$ cat src/rtl/npc_pkg.sv
package npc_pkg;
  typedef enum logic [3:0] {
    CF_PLAIN = 4'd0,
    CF_JDIR  = 4'd1,
    CF_CDIR  = 4'd2,
    CF_BRA   = 4'd3,
    CF_BCOND = 4'd4,
    CF_JREG  = 4'd5,
    CF_CREG  = 4'd6,
    CF_RET   = 4'd7,
    CF_ERET  = 4'd8,
    CF_BRET  = 4'd9,
    CF_PCCAP = 4'd10
  } cf_op_e;

  typedef enum logic [2:0] {
    CND_GE  = 3'd0,
    CND_LT  = 3'd1,
    CND_NE  = 3'd2,
    CND_EQ  = 3'd3,
    CND_GEU = 3'd4,
    CND_LTU = 3'd5
  } cond_e;

  localparam logic [3:0] KIND_SEQ = 4'b0001;
  localparam logic [3:0] KIND_BR  = 4'b0010;
  localparam logic [3:0] KIND_JMP = 4'b0100;
  localparam logic [3:0] KIND_RET = 4'b1000;
endpackage

$ cat src/rtl/npc_cond_eval.sv
module npc_cond_eval #(
  parameter int XLEN = 32
) (
  input  logic [XLEN-1:0] a,
  input  logic [XLEN-1:0] b,
  input  logic [2:0]      cond,
  output logic            hit
);
  import npc_pkg::*;

  logic eq, lt_s, lt_u;

  assign eq   = (a == b);
  assign lt_s = ($signed(a) < $signed(b));
  assign lt_u = (a < b);

  always_comb begin
    case (cond)
      CND_GE:  hit = !lt_s;
      CND_LT:  hit = lt_s;
      CND_NE:  hit = !eq;
      CND_EQ:  hit = eq;
      CND_GEU: hit = !lt_u;
      CND_LTU: hit = lt_u;
      default: hit = 1'b0;
    endcase
  end
endmodule

$ cat src/rtl/npc_target_gen.sv
module npc_target_gen #(
  parameter int XLEN   = 32,
  parameter int KEEP_W = 4,
  parameter int BIMM_W = 16,
  parameter int JIMM_W = XLEN - KEEP_W - 2
) (
  input  logic [XLEN-1:0]   pc,
  input  logic [BIMM_W-1:0] imm_b,
  input  logic [JIMM_W-1:0] imm_j,
  output logic [XLEN-1:0]   seq_pc,
  output logic [XLEN-1:0]   jump_pc,
  output logic [XLEN-1:0]   branch_pc
);
  localparam int EXT_W = XLEN - BIMM_W;
  localparam logic [XLEN-1:0] WORD_MASK = ~XLEN'(3);

  logic [XLEN-1:0] offs;

  assign seq_pc  = pc + XLEN'(4);
  assign jump_pc = {pc[XLEN-1 -: KEEP_W], imm_j, 2'b00};

  generate
    if (EXT_W > 0) begin : g_ext
      assign offs = {{EXT_W{imm_b[BIMM_W-1]}}, imm_b} & WORD_MASK;
    end else begin : g_noext
      assign offs = imm_b[XLEN-1:0] & WORD_MASK;
    end
  endgenerate

  assign branch_pc = seq_pc + offs;
endmodule

$ cat src/rtl/npc_unit.sv
module npc_unit #(
  parameter int XLEN   = 32,
  parameter int KEEP_W = 4,
  parameter int BIMM_W = 16,
  parameter int REGW   = 5,
  parameter int JIMM_W = XLEN - KEEP_W - 2
) (
  input  logic              clk,
  input  logic              rst,
  input  logic              in_valid,
  input  logic [3:0]        op,
  input  logic [2:0]        cond,
  input  logic [XLEN-1:0]   pc,
  input  logic [BIMM_W-1:0] imm_b,
  input  logic [JIMM_W-1:0] imm_j,
  input  logic [REGW-1:0]   idx_a,
  input  logic [REGW-1:0]   idx_b,
  input  logic [REGW-1:0]   idx_c,
  input  logic [XLEN-1:0]   opnd_a,
  input  logic [XLEN-1:0]   opnd_b,
  input  logic [XLEN-1:0]   ra_val,
  input  logic [XLEN-1:0]   ea_val,
  input  logic [XLEN-1:0]   ba_val,
  output logic              out_valid,
  output logic [XLEN-1:0]   npc,
  output logic              taken,
  output logic [3:0]        kind,
  output logic              link_we,
  output logic [REGW-1:0]   link_idx,
  output logic [XLEN-1:0]   link_val,
  output logic              status_restore
);
  import npc_pkg::*;

  localparam logic [REGW-1:0] RA_IDX = {REGW{1'b1}};

  cf_op_e          op_e;
  logic [XLEN-1:0] a_eff, b_eff;
  logic [XLEN-1:0] seq_pc, jump_pc, branch_pc;
  logic            cond_hit;

  logic [XLEN-1:0] n_npc, n_val;
  logic            n_taken, n_we, n_rst;
  logic [3:0]      n_kind;
  logic [REGW-1:0] n_idx;

  assign op_e  = cf_op_e'(op);
  assign a_eff = (idx_a == '0) ? '0 : opnd_a;
  assign b_eff = (idx_b == '0) ? '0 : opnd_b;

  npc_target_gen #(
    .XLEN(XLEN), .KEEP_W(KEEP_W), .BIMM_W(BIMM_W), .JIMM_W(JIMM_W)
  ) u_tgt (
    .pc(pc), .imm_b(imm_b), .imm_j(imm_j),
    .seq_pc(seq_pc), .jump_pc(jump_pc), .branch_pc(branch_pc)
  );

  npc_cond_eval #(.XLEN(XLEN)) u_cmp (
    .a(a_eff), .b(b_eff), .cond(cond), .hit(cond_hit)
  );

  always_comb begin
    n_npc   = seq_pc;
    n_taken = 1'b0;
    n_kind  = KIND_SEQ;
    n_we    = 1'b0;
    n_idx   = '0;
    n_val   = seq_pc;
    n_rst   = 1'b0;
    case (op_e)
      CF_JDIR: begin
        n_npc = jump_pc; n_taken = 1'b1; n_kind = KIND_JMP;
      end
      CF_CDIR: begin
        n_npc = jump_pc; n_taken = 1'b1; n_kind = KIND_JMP;
        n_we  = 1'b1;    n_idx = RA_IDX;
      end
      CF_BRA: begin
        n_npc = branch_pc; n_taken = 1'b1; n_kind = KIND_BR;
      end
      CF_BCOND: begin
        n_kind = KIND_BR;
        if (cond_hit) begin
          n_npc = branch_pc; n_taken = 1'b1;
        end
      end
      CF_JREG: begin
        n_npc = a_eff; n_taken = 1'b1; n_kind = KIND_JMP;
      end
      CF_CREG: begin
        n_npc = a_eff; n_taken = 1'b1; n_kind = KIND_JMP;
        n_we  = 1'b1;  n_idx = RA_IDX;
      end
      CF_RET: begin
        n_npc = ra_val; n_taken = 1'b1; n_kind = KIND_RET;
      end
      CF_ERET: begin
        n_npc = ea_val; n_taken = 1'b1; n_kind = KIND_RET; n_rst = 1'b1;
      end
      CF_BRET: begin
        n_npc = ba_val; n_taken = 1'b1; n_kind = KIND_RET;
      end
      CF_PCCAP: begin
        n_we = 1'b1; n_idx = idx_c;
      end
      default: ;
    endcase
    // writes aimed at the hard-wired zero register are dropped
    if (n_idx == '0) n_we = 1'b0;
  end

  always_ff @(posedge clk) begin
    if (rst) begin
      out_valid      <= 1'b0;
      npc            <= '0;
      taken          <= 1'b0;
      kind           <= '0;
      link_we        <= 1'b0;
      link_idx       <= '0;
      link_val       <= '0;
      status_restore <= 1'b0;
    end else begin
      out_valid      <= in_valid;
      taken          <= in_valid & n_taken;
      link_we        <= in_valid & n_we;
      status_restore <= in_valid & n_rst;
      if (in_valid) begin
        npc      <= n_npc;
        kind     <= n_kind;
        link_idx <= n_idx;
        link_val <= n_val;
      end
    end
  end

  p_seq_step_r1: assert property (@(posedge clk) disable iff (rst)
    (out_valid && kind == KIND_SEQ) |-> (npc == $past(pc) + XLEN'(4) && !taken));

  p_call_link_r3: assert property (@(posedge clk) disable iff (rst)
    ($past(in_valid) && $past(op) == CF_CDIR) |->
      (link_we && link_idx == RA_IDX && link_val == $past(pc) + XLEN'(4)));

  p_restore_ret_r6: assert property (@(posedge clk) disable iff (rst)
    status_restore |-> (kind == KIND_RET && taken && out_valid));

  p_no_zero_write_r9: assert property (@(posedge clk) disable iff (rst)
    link_we |-> (link_idx != '0));

  p_kind_onehot_r11: assert property (@(posedge clk) disable iff (rst)
    out_valid |-> ($countones(kind) == 1));

  p_idle_quiet_r11: assert property (@(posedge clk) disable iff (rst)
    !out_valid |-> (!taken && !link_we && !status_restore));
endmodule

$ cat config.mk
export PLATFORM = sky130hd
export DESIGN_NAME = npc_unit
export DESIGN_NICKNAME = d
export VERILOG_FILES = /design/src/rtl/npc_pkg.sv /design/src/rtl/npc_cond_eval.sv /design/src/rtl/npc_target_gen.sv /design/src/rtl/npc_unit.sv
export SDC_FILE = /design/constraint.sdc
export NUM_CORES = 1
export LEC_CHECK = 0
export ABC_AREA = 1
export BUFFER_PORTS_ARGS = -buffer_cell sky130_fd_sc_hd__buf_2
export CAP_MARGIN = 30
export CELL_PAD_IN_SITES_DETAIL_PLACEMENT = 1
export CELL_PAD_IN_SITES_GLOBAL_PLACEMENT = 1
export CORE_MARGIN = 2
export CORE_UTILIZATION = 33
export DETAILED_ROUTE_END_ITERATION = 16
export HOLD_SLACK_MARGIN = 0.03
export PLACE_DENSITY_LB_ADDON = 0.1
export SETUP_SLACK_MARGIN = 0.4
export SLEW_MARGIN = 20
export SYNTH_ARGS = -nofsm -noshare
export SYNTH_HDL_FRONTEND = slang
export SYNTH_SLANG_ARGS = --single-unit
$ cat constraint.sdc
create_clock -name clk -period 3.6 [get_ports clk]
set_clock_uncertainty 0.2 [all_clocks]
set_input_delay 0.18 -clock clk [delete_from_list [all_inputs] [get_ports clk]]
set_output_delay 0.18 -clock clk [all_outputs]
set_load 0.02 [all_outputs]
* After elaboration in Yosys (flattened, before gate mapping) *
Cells that the tools add are included.

operators by class
  add/subtract/negate cells = 2
  order comparisons = 2
  equal/unequal tests = 16
  multiplexer cells = 12
  bitwise operators = 3
  reduce and logical (&&, ||, !) cells = 15

operators with widths
  cell                                                              number
  32-bit one-hot mux with 7 select lines                            1
  32-bit two-way mux                                                3
  32-bit < comparator                                               2
  32-bit by 3-bit adder with 32-bit output (second input constant)  1
  32-bit adder                                                      1
  32-bit == test                                                    1
  4-bit by 3-bit == test with 1-bit output (second input constant)  4
  5-bit zero test                                                   3
  4-bit == test (second input constant)                             3
  4-bit one-hot mux with 3 select lines                             1
  5-bit one-hot mux with 2 select lines                             1
  4-bit by 2-bit == test with 1-bit output (second input constant)  2
  2-bit OR reduction                                                4
  8-bit OR reduction                                                1
  3-bit by 2-bit == test with 1-bit output (second input constant)  2
  3-bit == test (second input constant)                             2
  1-bit one-hot mux with 6 select lines                             1
  3-bit OR reduction                                                2
  4-bit by 1-bit == test with 1-bit output (second input constant)  1
  1-bit two-way mux                                                 4
  4-bit OR reduction                                                1
  1-bit AND                                                         3
  3-bit by 1-bit == test with 1-bit output (second input constant)  1
  1-bit zero test                                                   3
  other kinds (2)                                                   2

word-level totals
  register bits = 77
  bits of input ports = 259
  word-level logic and storage cells = 58

* Logic depth before layout (Yosys ltp) *
Gate-level depths: netlist (run 1).

  depth after elaboration = 8
  gate-level depth with buffers = 28
  depth with buffers taken out = 27

* Modules after synthesis *
A second synthesis (run 1) with hierarchy kept.

unflattened totals
  cell total of the unflattened synthesis = 1595
  area total of the unflattened synthesis = 9151.3 um^2

modules (own cells, without submodules)
  module          times used  cells an instance  area an instance (um^2)  seq. area each (um^2)
  npc_unit        1           872                5170.0                   1541.5
  npc_target_gen  1           557                3020.4                   0.0
  npc_cond_eval   1           166                960.9                    0.0

* Worst setup path after synthesis (run 1) *
Ideal clock, no wire load.

  kind = input-to-reg
  from = in pc[2]
  to = reg npc[27]
  setup time = 0.117 ns
  arrival time = 2.909 ns
  required time = 3.283 ns
  setup slack = 0.374 ns
  cell stages on the path = 22
  path buffers = 0
  path through = ha_1 nand2_1 nor2_1 nand2_1 nor2_1 inv_1 nor2_1 inv_1 nor3_1 nand3_1 xor2_1 inv_1 ha_1 a21oi_1 o21ai_0 a221oi_1 nand2_1 or2_2 nand3_1 nand2_1 nor2_1 nor2_1

between the ends
  cells in the longest elaborated chain, start to end = 4

RTL lines
  what                                          line                  RTL
  start: declaration                            npc_unit.sv:13        input logic [XLEN-1:0] pc,
  32-bit by 3-bit adder with 32-bit output (*)  npc_target_gen.sv:19  assign seq_pc = pc + XLEN'(4);
  named net n_val[22]                           npc_unit.sv:42        logic [XLEN-1:0] n_npc, n_val;
  32-bit adder (*)                              npc_target_gen.sv:30  assign branch_pc = seq_pc + offs;
  32-bit two-way mux                            npc_unit.sv:83        if (cond_hit) begin
  32-bit one-hot mux with 7 select lines (*)    npc_unit.sv:70        case (op_e)
  end signal: assignment                        npc_unit.sv:128       npc <= n_npc;
  end: declaration                              npc_unit.sv:25        output logic [XLEN-1:0] npc,

Mark *: on every way through the listed nets, which the timed path passes. The rest lies on a longest branch.
A chain may end at the register's enable or synchronous reset.

* Worst setup path in the final report (run 1) *
  from = in pc[2]
  to = reg npc[23]

Same word-level chain as after synthesis.

==> results of run 1 <==
## timing repair
action                                  4_1_cts  5_1_grt
gates resized for setup                      61      188
hold buffers                                  8        0
endpoints found under the setup margin       25       31
pin swaps                                    30       74
buffers inserted                             15       14
cloned                                        1        4
hold endpoints to repair                      8        0
## routing by layer
metal / up-vias / global-route usage
met4: 2 / 0.1141
li1: 5125 / -
met2: 343 / 0.5665
met5: - / 0
met1: 5151 / 0.3652
met3: 79 / 0.05721
## worst max-delay path: cells and delay by family
family,cells,cell delay [ns]
xor+xnor,1,0.26
fa+ha+maj,1,0.26
simple gates,16,1.92
buf+inv,5,0.47
compound gates,1,0.13
## sequential cells by signal, summed over array words and instances (netlist names)
| register | flops |
|---|---|
| link_we | 1 |
| taken | 1 |
| kind | 4 |
| npc | 32 |
| out_valid | 1 |
| link_val | 32 |
| link_idx | 5 |
| status_restore | 1 |
## stage by stage
step           setup TNS (ns)    util  cell area, um^2  hold WS, ns  std cells
3_3_place_gp          -0.1640  0.4478            10480       0.2144       1971
4_1_cts                     0  0.4829            11300      0.04690       2011
5_1_grt                     0  0.5237            12260      0.05885       2031
6_report                    0  0.5238            12260      0.04188       2032
2_1_floorplan               0       -             7854      0.07406       1271
3_5_place_dp           -1.685  0.4478            10480       0.2229       1971
## placed cells by master (no fill, tap or decap), types with 6 or more instances in the layout
master	instances
o211ai_1	17
nor2_2	15
nand4_1	12
clkbuf_16	11
dfxtp_1	77
a22oi_1	17
nand3_1	42
inv_2	19
a21oi_1	118
o21ai_1	19
a22o_1	17
a21oi_2	25
nand2_4	18
a221oi_1	9
nor2_1	100
xnor2_1	17
buf_2	329
nor3_1	11
nor3_2	6
xor2_1	20
ha_1	38
ha_4	23
dlygate4sd3_1	8
inv_1	137
nand2_1	256
nand2_2	40
buf_4	118
xor2_2	7
nand3_2	11
o21ai_0	71
nor2_4	14
## cell families after synthesis
family          count (synthesis)
buf+inv                       207
flops                          77
simple gates                  547
xor+xnor                       47
fa+ha+maj                      63
compound gates                330
## Yosys cell counts (all sizes together) (18+ instances only)
| cell | count |
|---|---|
| clkbuf | 37 |
| o21ai | 94 |
| dfxtp | 77 |
| xnor2 | 18 |
| nand3 | 55 |
| ha | 62 |
| nand2 | 314 |
| nor2 | 129 |
| a21oi | 145 |
| xor2 | 29 |
| inv | 158 |
| nor3 | 21 |
## power by group through the flow
stage | Combinational [mW] | Sequential [mW] | Clock [mW]
after detailed placement | 1.34 | 0.969 | 0
after floorplan | 0.654 | 1.04 | 0
after global routing | 1.72 | 0.958 | 1.07
final | 1.58 | 0.952 | 1.02
after CTS | 1.41 | 0.951 | 1.02
after global placement | 1.31 | 0.968 | 0
## final cells by class
cell class / instances / area, um^2 / share of cell area
sequential: 77 / 1541 / 0.1258
tap: 319 / 399.1 / 0.03256
clock buffer: 9 / 225.2 / 0.01837
multi-input combinational: 990 / 6536 / 0.5332
timing repair buffer: 468 / 2838 / 0.2315
clock inverter: 7 / 98.84 / 0.008064
antenna: 3 / 7.507 / 0.0006124
inverter: 159 / 611.8 / 0.04991
## final timing paths
check | endpoint
max reg2reg | npc[1]
max | npc[23]
min reg2reg | npc[15]
min | npc[1]
==> impl_metrics.yaml, run 1 <==
power:
  p_sw_mw: 1.380
  p_int_mw: 2.166
  pwr-share-comb: 0.445
  clkPwrFrac: 0.287
  swShare: 0.3891
  p_per_area_nw_per_um2: 289.3
  p_total_mw: 3.546
  p_leak_nw: 6.283
  seq_power_share: 0.268
  peakVddDrop_mv: 0.1996
clock_tree:
  htree_levels: 3
  tritoncts: "built"
  path_clk_slew_ns: 0.07
  cts_sinks: 77
  clockRootBuffer: "clkbuf_16"
  worstSkewPairLatency_ns: 0.34
  cts-buffers-inserted: 9
  cts_buffer_depth: 2
drt:
  highest_layer: "met5"
  route.met2.wl_mm: 21.08
  drt_iter0_markers: 544
  drt_first_pass_iters: 5
  drt-vias-per-instance: 5.266
  ant_nets: 0
  wl_per_cell_um: 20.35
  drt_wl_total_mm: 41.35
  wl_met1_mm: 16.85
  met3_wirelength_mm: 2.038
  routed-via-count: 10700
  drc: 0
sta:
  report.final.slew_viol_count: 0
  finalSetupViolations: 0
  max_slew.worst_pin.slew_ns: 0.9264
  min_period_ns: 3.205
  fmax_ghz: 0.3120
  maxSlewHeadroom: 0.3772
  setup_slack_ns: 0.3951
  hold_viol_final: 0
  fin_crit_sh: 0.8902
  rsz0062_at_grt: "true"
critical_path:
  r2r_cells: 4
  r2r_start: "npc[1]"
  critPathMaxStageDelay_ns: 0.29
  path_max_fanout: 4
  crit_chain: "buf_6 > buf_4 > inv_2 > nor2_4 > nand3b_4 > nor2_4 > nand2_4 > nor2_4 > nand2_4 > nor3_2 > xor2_1 > inv_1 > ha_4 > nand2_2 > nor2_1 > inv_2 > nor2_1 > nor2_1 > o21ai_0 > or2_2 > nand3_1 > nand2_2 > nor2_2 > nor2_1"
  crit_required_ns: 3.63
  crit_top_cell: "nor2_1"
  worstPathArrival_ns: 3.23
  cp-start-kind: "primary input"
  setup.worst_path.end_class: "flip-flop"
  rrSetupSlack_ns: 2.64
  critical_path_class: "primary input to flip-flop"
  critPathLaunch: "pc[2]"
  worst_path_max_delay_cell: "or2_2"
floorplan:
  die_area_um2: 25030
  die_w_um: 158.2
  core-area_um2: 23400
  initial_utilization: 0.3354
  rows: 56
  die_h_um: 158.2
  io_pins: 336
global_route:
  grtUsageTotal: 0.3123
  grt_overflow_total: 0
  grt_start_max_net_pins: 57
  antenna_found_initial: 4
  grt_pass1_wl_mm: 59.24
  grt_pass1_vias: 10840
yosys:
  yosysTopAreaCell: "dfxtp_1"
  synth_xor_area_frac: 0.05340
  synth-simple-area-share: 0.3008
  syn_nets: 1593
  postSynth.asyncResetShare: 0
  seq_area_frac_synth: 0.1964
  synth_cell_types: 54
  synth_compound_area_frac: 0.2458
  synth-seq-cells: 77
  yosysWarnings: 0
  netlist.area_leader.share: 0.1964
  synth.avg_cell_area_um2: 6.175
  synthMuxAreaShare: 0
  netlist_area_um2: 7849
  synthAdderAreaFrac: 0.1014
  ys_top_cells_by_area: "dfxtp_1 20%, nand2_1 15%, ha_1 9.9%"
  netlist_instances: 1271
  synth_top_family_by_area: "simple AND/OR/NAND/NOR gates"
  synth_edf_count: 0
  ys.flop_type: "dfxtp_1"
cells_and_area:
  drive_gt1_frac: 0.4035
  nFillCells: 3174
  nets: 2027
  syn_to_final_growth_pct: 56.18
run:
  maxCapViolations: 0
worst_hold_path:
  hp-start: "ea_val[1]"
  min_path_type: "primary input to flip-flop"
  min_path_cells: 3
place:
  pre_cts_slack_ns: -0.1711
  io_buffer_count: 333
  gp_congestion: 0.9176
  dpl.hpwl_mm: 31.66
outcome:
  status: "finished, final reports clean"
(Power assumes the default switching activity.)
==> run 2, diff against run 1 <==
Settings changed: SETUP_SLACK_MARGIN 0.4 to 0.15.
==> impl_metrics.yaml, run 2 (synthesis gave the netlist of run 1 again) <==
outcome:
  status: "finished, final reports clean"
clock_tree:
  clockRootBuffer: "clkbuf_16"
  worstSkewPairLatency_ns: 0.35
  cts_buffer_depth: 2
  htree_levels: 3
  cts_sinks: 77
  cts-buffers-inserted: 9
  tritoncts: "built"
  path_clk_slew_ns: 0.07
sta:
  report.final.slew_viol_count: 0
  fin_crit_sh: 0.9353
  rsz0062_at_grt: "true"
  finalSetupTns_ns: 0
  min_period_ns: 3.367
  fmax_ghz: 0.2970
  maxSlewHeadroom: 0.3259
  setup_slack_ns: 0.2329
  hold_viol_final: 0
  finalSetupViolations: 0
  max_slew.worst_pin.slew_ns: 1.003
  fin_hold_ws_ns: 0.04184
cells_and_area:
  multi_input_area_um2: 5777
  mostFrequentLayoutCells: "333 x buf_2, 295 x nand2_1, 152 x inv_1"
  fin_util: 0.4766
  top_regs: "link_val x32, npc x32, link_idx x5"
  final_common_cell: "buf_2"
  nets: 2000
  drive_gt1_frac: 0.3185
  syn_to_final_growth_pct: 42.12
  regArea_um2: 1541
  nFillCells: 3320
floorplan:
  die_w_um: 158.2
  rows: 56
  io_pins: 336
  initial_utilization: 0.3354
  die_area_um2: 25030
  die_h_um: 158.2
  core-area_um2: 23400
place:
  io_buffer_count: 333
  gp_congestion: 0.9321
  pre_cts_slack_ns: -0.1969
  dpl.hpwl_mm: 31.99
critical_path:
  crit_family: "simple AND/OR/NAND/NOR gates"
  critPathMaxStageDelay_ns: 0.52
  path_max_fanout: 5
  setup.worst_path.end_class: "flip-flop"
  crit_chain: "dlygate4sd3_1 > buf_2 > nand3_1 > nor3_1 > nand4_1 > xor2_2 > inv_1 > ha_1 > a21oi_2 > o21ai_0 > a221oi_1 > nand2_1 > or2_2 > nand3_1 > nand2_1 > nor2_1 > nor2_1"
  rrSetupSlack_ns: 2.66
  r2r_start: "link_val[31]"
  reg2reg_to: "link_val[31]"
  worst_path_max_delay_cell: "dlygate4sd3_1"
  worstPathArrival_ns: 3.41
  cp-start-kind: "primary input"
  r2r_cells: 4
  critPathBufInv: 3
  crit_required_ns: 3.64
  critical_path_class: "primary input to flip-flop"
drt:
  drt_iter0_markers: 519
  routed-via-count: 10370
  wl_per_cell_um: 19.66
  drt_wl_total_mm: 39.39
  drt-vias-per-instance: 5.175
  ant_nets: 0
  drc: 0
  drt_first_pass_iters: 5
global_route:
  grt_start_max_net_pins: 99
  antenna_found_initial: 5
  grt_overflow_total: 0
  grtUsageTotal: 0.3046
  grt_pass1_vias: 10480
  grt_pass1_wl_mm: 57.70
power:
  p_total_mw: 3.228
  p_per_area_nw_per_um2: 289.4
  peakVddDrop_mv: 0.1808
  p_leak_nw: 5.934
worst_hold_path:
  min_path_cells: 3
  min_path_type: "primary input to flip-flop"
  min_to: "npc[0]"
  hp-start: "ea_val[0]"
run:
  maxCapViolations: 0
-- run 2: cell types whose count changed in the layout (fill, tap and decap cells not counted), sizes merged --
cell         previous run  this run
clkinvlp                1         2
diode                   3         2
clkinv                  5         3
bufinv                  2         0
dlygate4sd3             8         9
inv                   158       161
buf                   458       431
clkbuf                 11        10
-- run 2: area by class of cell --
class	instances	area share
Clock inverter	7	0.004936
Clock buffer	9	0.02019
Antenna cell	2	0.0004487
Inverter	159	0.05463
Timing Repair Buffer	441	0.2279
Sequential cell	77	0.1382
Tap cell	319	0.03578
Multi-Input combinational cell	990	0.5179
-- run 2: worst max path at each step --
stage | start | end | slack, ns | cells after the start
floorplan | pc[2] | npc[27] | 0.37 | 22
global placement | idx_a[3] | npc[11] | -0.10 | 23
detailed placement | pc[2] | npc[27] | -0.20 | 23
CTS | pc[2] | npc[27] | 0.16 | 23
global route | pc[24] | npc[27] | 0.09 | 17
finish | pc[24] | npc[27] | 0.23 | 17
-- run 2: timing repair --
item / 4_1_cts / 5_1_grt
hold buffers: 9 / 0
endpoints found under the setup margin: 0 / 31
setup buffers: 0 / 8
hold endpoints to repair: 9 / 0
gates resized for setup: 0 / 61
-- run 2: per-stage QoR --
step | area [um^2] | instances
floorplan | 7849 | 1271
global placement | 10420 | 1965
detailed placement | 10420 | 1965
CTS | 10790 | 1990
global route | 11150 | 2004
finish | 11150 | 2004
-- run 2: worst reg2reg max path: stages (launching register included) --
cell and delay (ns):
dfxtp_1 0.35, nor2_1 0.05, nor2_1 0.11, o21ai_0 0.09
inv_1 0.09
-- run 2: layer usage --
metal  GRT usage  routed length [um]
met3     0.05721                2106
met5           0                  34
met2      0.5420               19530
met1      0.3609               16270
met4      0.1184                1449
-- run 2: power by group --
group	switching, mW	internal, mW
Sequential	0.0341	0.916
Combinational	0.842	0.547
Clock	0.412	0.476
==> run 3, diff against run 2 <==
Settings changed: BUFFER_PORTS_ARGS -buffer_cell sky130_fd_sc_hd__buf_2 to not set, CORE_UTILIZATION 33 to 43, DONT_BUFFER_PORTS set to 1, GPL_TIMING_DRIVEN set to 0.
==> impl_metrics.yaml, run 3 (synthesis gave the netlist of run 1 again) <==
power:
  pwr-share-comb: 0.347
  p_per_area_nw_per_um2: 320.6
  p_sw_mw: 1.238
  p_int_mw: 1.794
  clkPwrFrac: 0.307
  p_leak_nw: 4.423
  seq_power_share: 0.346
  swShare: 0.4082
  peakVddDrop_mv: 0.3268
critical_path:
  critPathLaunch: "pc[2]"
  setup.worst_path.end_class: "flip-flop"
  path_max_fanout: 5
  crit_required_ns: 3.63
  critPathBufInv: 4
  worst_path_max_delay_cell: "or2_2"
  crit_top_cell: "nor2_1"
  r2r_start: "link_val[25]"
  cp-start-kind: "primary input"
  crit_chain: "ha_1 > nand2_1 > nor2_2 > nand2_2 > nor2_1 > inv_1 > nor2_2 > inv_2 > nor3_4 > nand3_2 > xor2_4 > inv_2 > ha_4 > nand2_2 > nor2_1 > inv_1 > nor3_1 > a221oi_1 > nand2_1 > or2_2 > nand3_1 > nand2_1 > nor2_1 > nor2_1"
  critical_path_class: "primary input to flip-flop"
  critPathMaxStageDelay_ns: 0.28
  worstPathArrival_ns: 3.37
  crit_family: "simple AND/OR/NAND/NOR gates"
cells_and_area:
  mostFrequentLayoutCells: "296 x nand2_1, 150 x inv_1, 134 x a21oi_1"
  drive_gt1_frac: 0.1038
  top_regs: "link_val x32, npc x32, link_idx x5"
  nFillCells: 2432
  final_common_cell: "nand2_1"
  final-instance-count-excl-fill: 1579
  regArea_um2: 1541
  multi_input_area_um2: 5889
  nets: 1666
  syn_to_final_growth_pct: 20.52
global_route:
  grt_start_max_net_pins: 18
  grt_pass1_vias: 9903
  grt_overflow_total: 0
  grtUsageTotal: 0.3765
  grt_pass1_wl_mm: 56.76
  antenna_found_initial: 0
clock_tree:
  tritoncts: "built"
  cts-buffers-inserted: 9
  clockRootBuffer: "clkbuf_16"
  cts_buffer_depth: 2
  htree_levels: 3
  cts_sinks: 77
  worstSkewPairLatency_ns: 0.35
  path_clk_slew_ns: 0.07
drt:
  routed-via-count: 9626
  drt-vias-per-instance: 6.096
  ant_nets: 0
  wl_per_cell_um: 24.22
  drt_first_pass_iters: 5
  drt_iter0_markers: 683
  drt_wl_total_mm: 38.25
  drc: 0
floorplan:
  rows: 49
  die_h_um: 139.1
  die_w_um: 139.1
  io_pins: 336
  core-area_um2: 17960
  initial_utilization: 0.4369
  die_area_um2: 19350
outcome:
  status: "finished, final reports clean"
sta:
  finalSetupViolations: 0
  finalSetupTns_ns: 0
  fin_crit_sh: 0.9283
  rsz0062_at_grt: "true"
  setup_slack_ns: 0.2581
  max_slew.worst_pin.slew_ns: 0.7424
  hold_viol_final: 0
  min_period_ns: 3.342
  fin_hold_ws_ns: 0.02420
  maxSlewHeadroom: 0.5051
  fmax_ghz: 0.2992
  report.final.slew_viol_count: 0
place:
  dpl.hpwl_mm: 29.79
  gp_congestion: 0.9622
  pre_cts_slack_ns: -0.5551
  io_buffer_count: 0
  place_inst: 1500
worst_hold_path:
  hp-start: "ea_val[11]"
  min_path_type: "primary input to flip-flop"
run:
  maxCapViolations: 0
-- run 3: changes by cell type in the layout (fill, tap and decap cells not counted), moves of 4 or more --
cell,previous run,this run
buf_2,333,7
buf_4,96,11
dlygate4sd3_1,9,52
clkbuf_1,0,33
nor2_2,19,12
a21oi_1,140,134
a21oi_2,4,10
nand2_8,5,0
nor2_1,104,109
ha_4,2,6
xor2_1,25,21
-- run 3: power by group through the flow --
| stage | logic, mW | clock network, mW | registers [mW] |
|---|---|---|---|
| after floorplan | 0.654 | 0 | 1.04 |
| after global placement | 0.890 | 0 | 1.07 |
| after detailed placement | 0.909 | 0 | 1.07 |
| after CTS | 0.972 | 0.922 | 1.05 |
| after global routing | 1.16 | 0.969 | 1.05 |
| final | 1.05 | 0.930 | 1.05 |
-- run 3: layout make-up --
type	count	area share
repair buffers	62	0.06429
plain buffers	48	0.02487
clock buffers	9	0.02381
clock inverters	7	0.007804
diodes	1	0.0002646
flip-flops and latches	77	0.1630
inverters	159	0.06310
multi-input cells	987	0.6226
well taps	229	0.03029
-- run 3: worst paths after layout --
kind / slack [ns] / endpoint / cells past startpoint
max: 0.26 / npc[27] / 24
min: 0.02 / npc[11] / 6
max reg2reg: 2.46 / link_val[25] / 2
min reg2reg: 0.37 / npc[21] / 2
-- run 3: per-layer routing --
metal	GRT usage	vias up	share of wire
met4	0.1217	0	0.043
met1	0.4638	4677	0.40
met3	0.08391	111	0.078
met2	0.6523	443	0.48
li1	-	4395	-
met5	0	-	0
-- run 3: repair_timing --
item | in CTS | in global routing
pin swaps | 2 | 25
gates resized for setup | 14 | 91
setup buffers | 1 | 9
hold buffers | 51 | 1
endpoints found under the hold margin | 44 | 1
setup endpoints to repair | 21 | 31
cloned | 0 | 0
-- run 3: per-stage QoR --
stage	power (mW)	utilization	cell area, um^2
after global routing	3.187	0.5264	9457
after global placement	1.955	0.4529	8135
after detailed placement	1.975	0.4529	8135
final	3.032	0.5266	9459
after CTS	2.941	0.5022	9021
after floorplan	1.697	-	7849
-- run 3: worst min-delay path: cells and delay by family --
| kind | cells | cell delay (ns) |
|---|---|---|
| AO/OA/AOI/OAI | 2 | 0.12 |
| AND/OR/NAND/NOR | 4 | 0.23 |
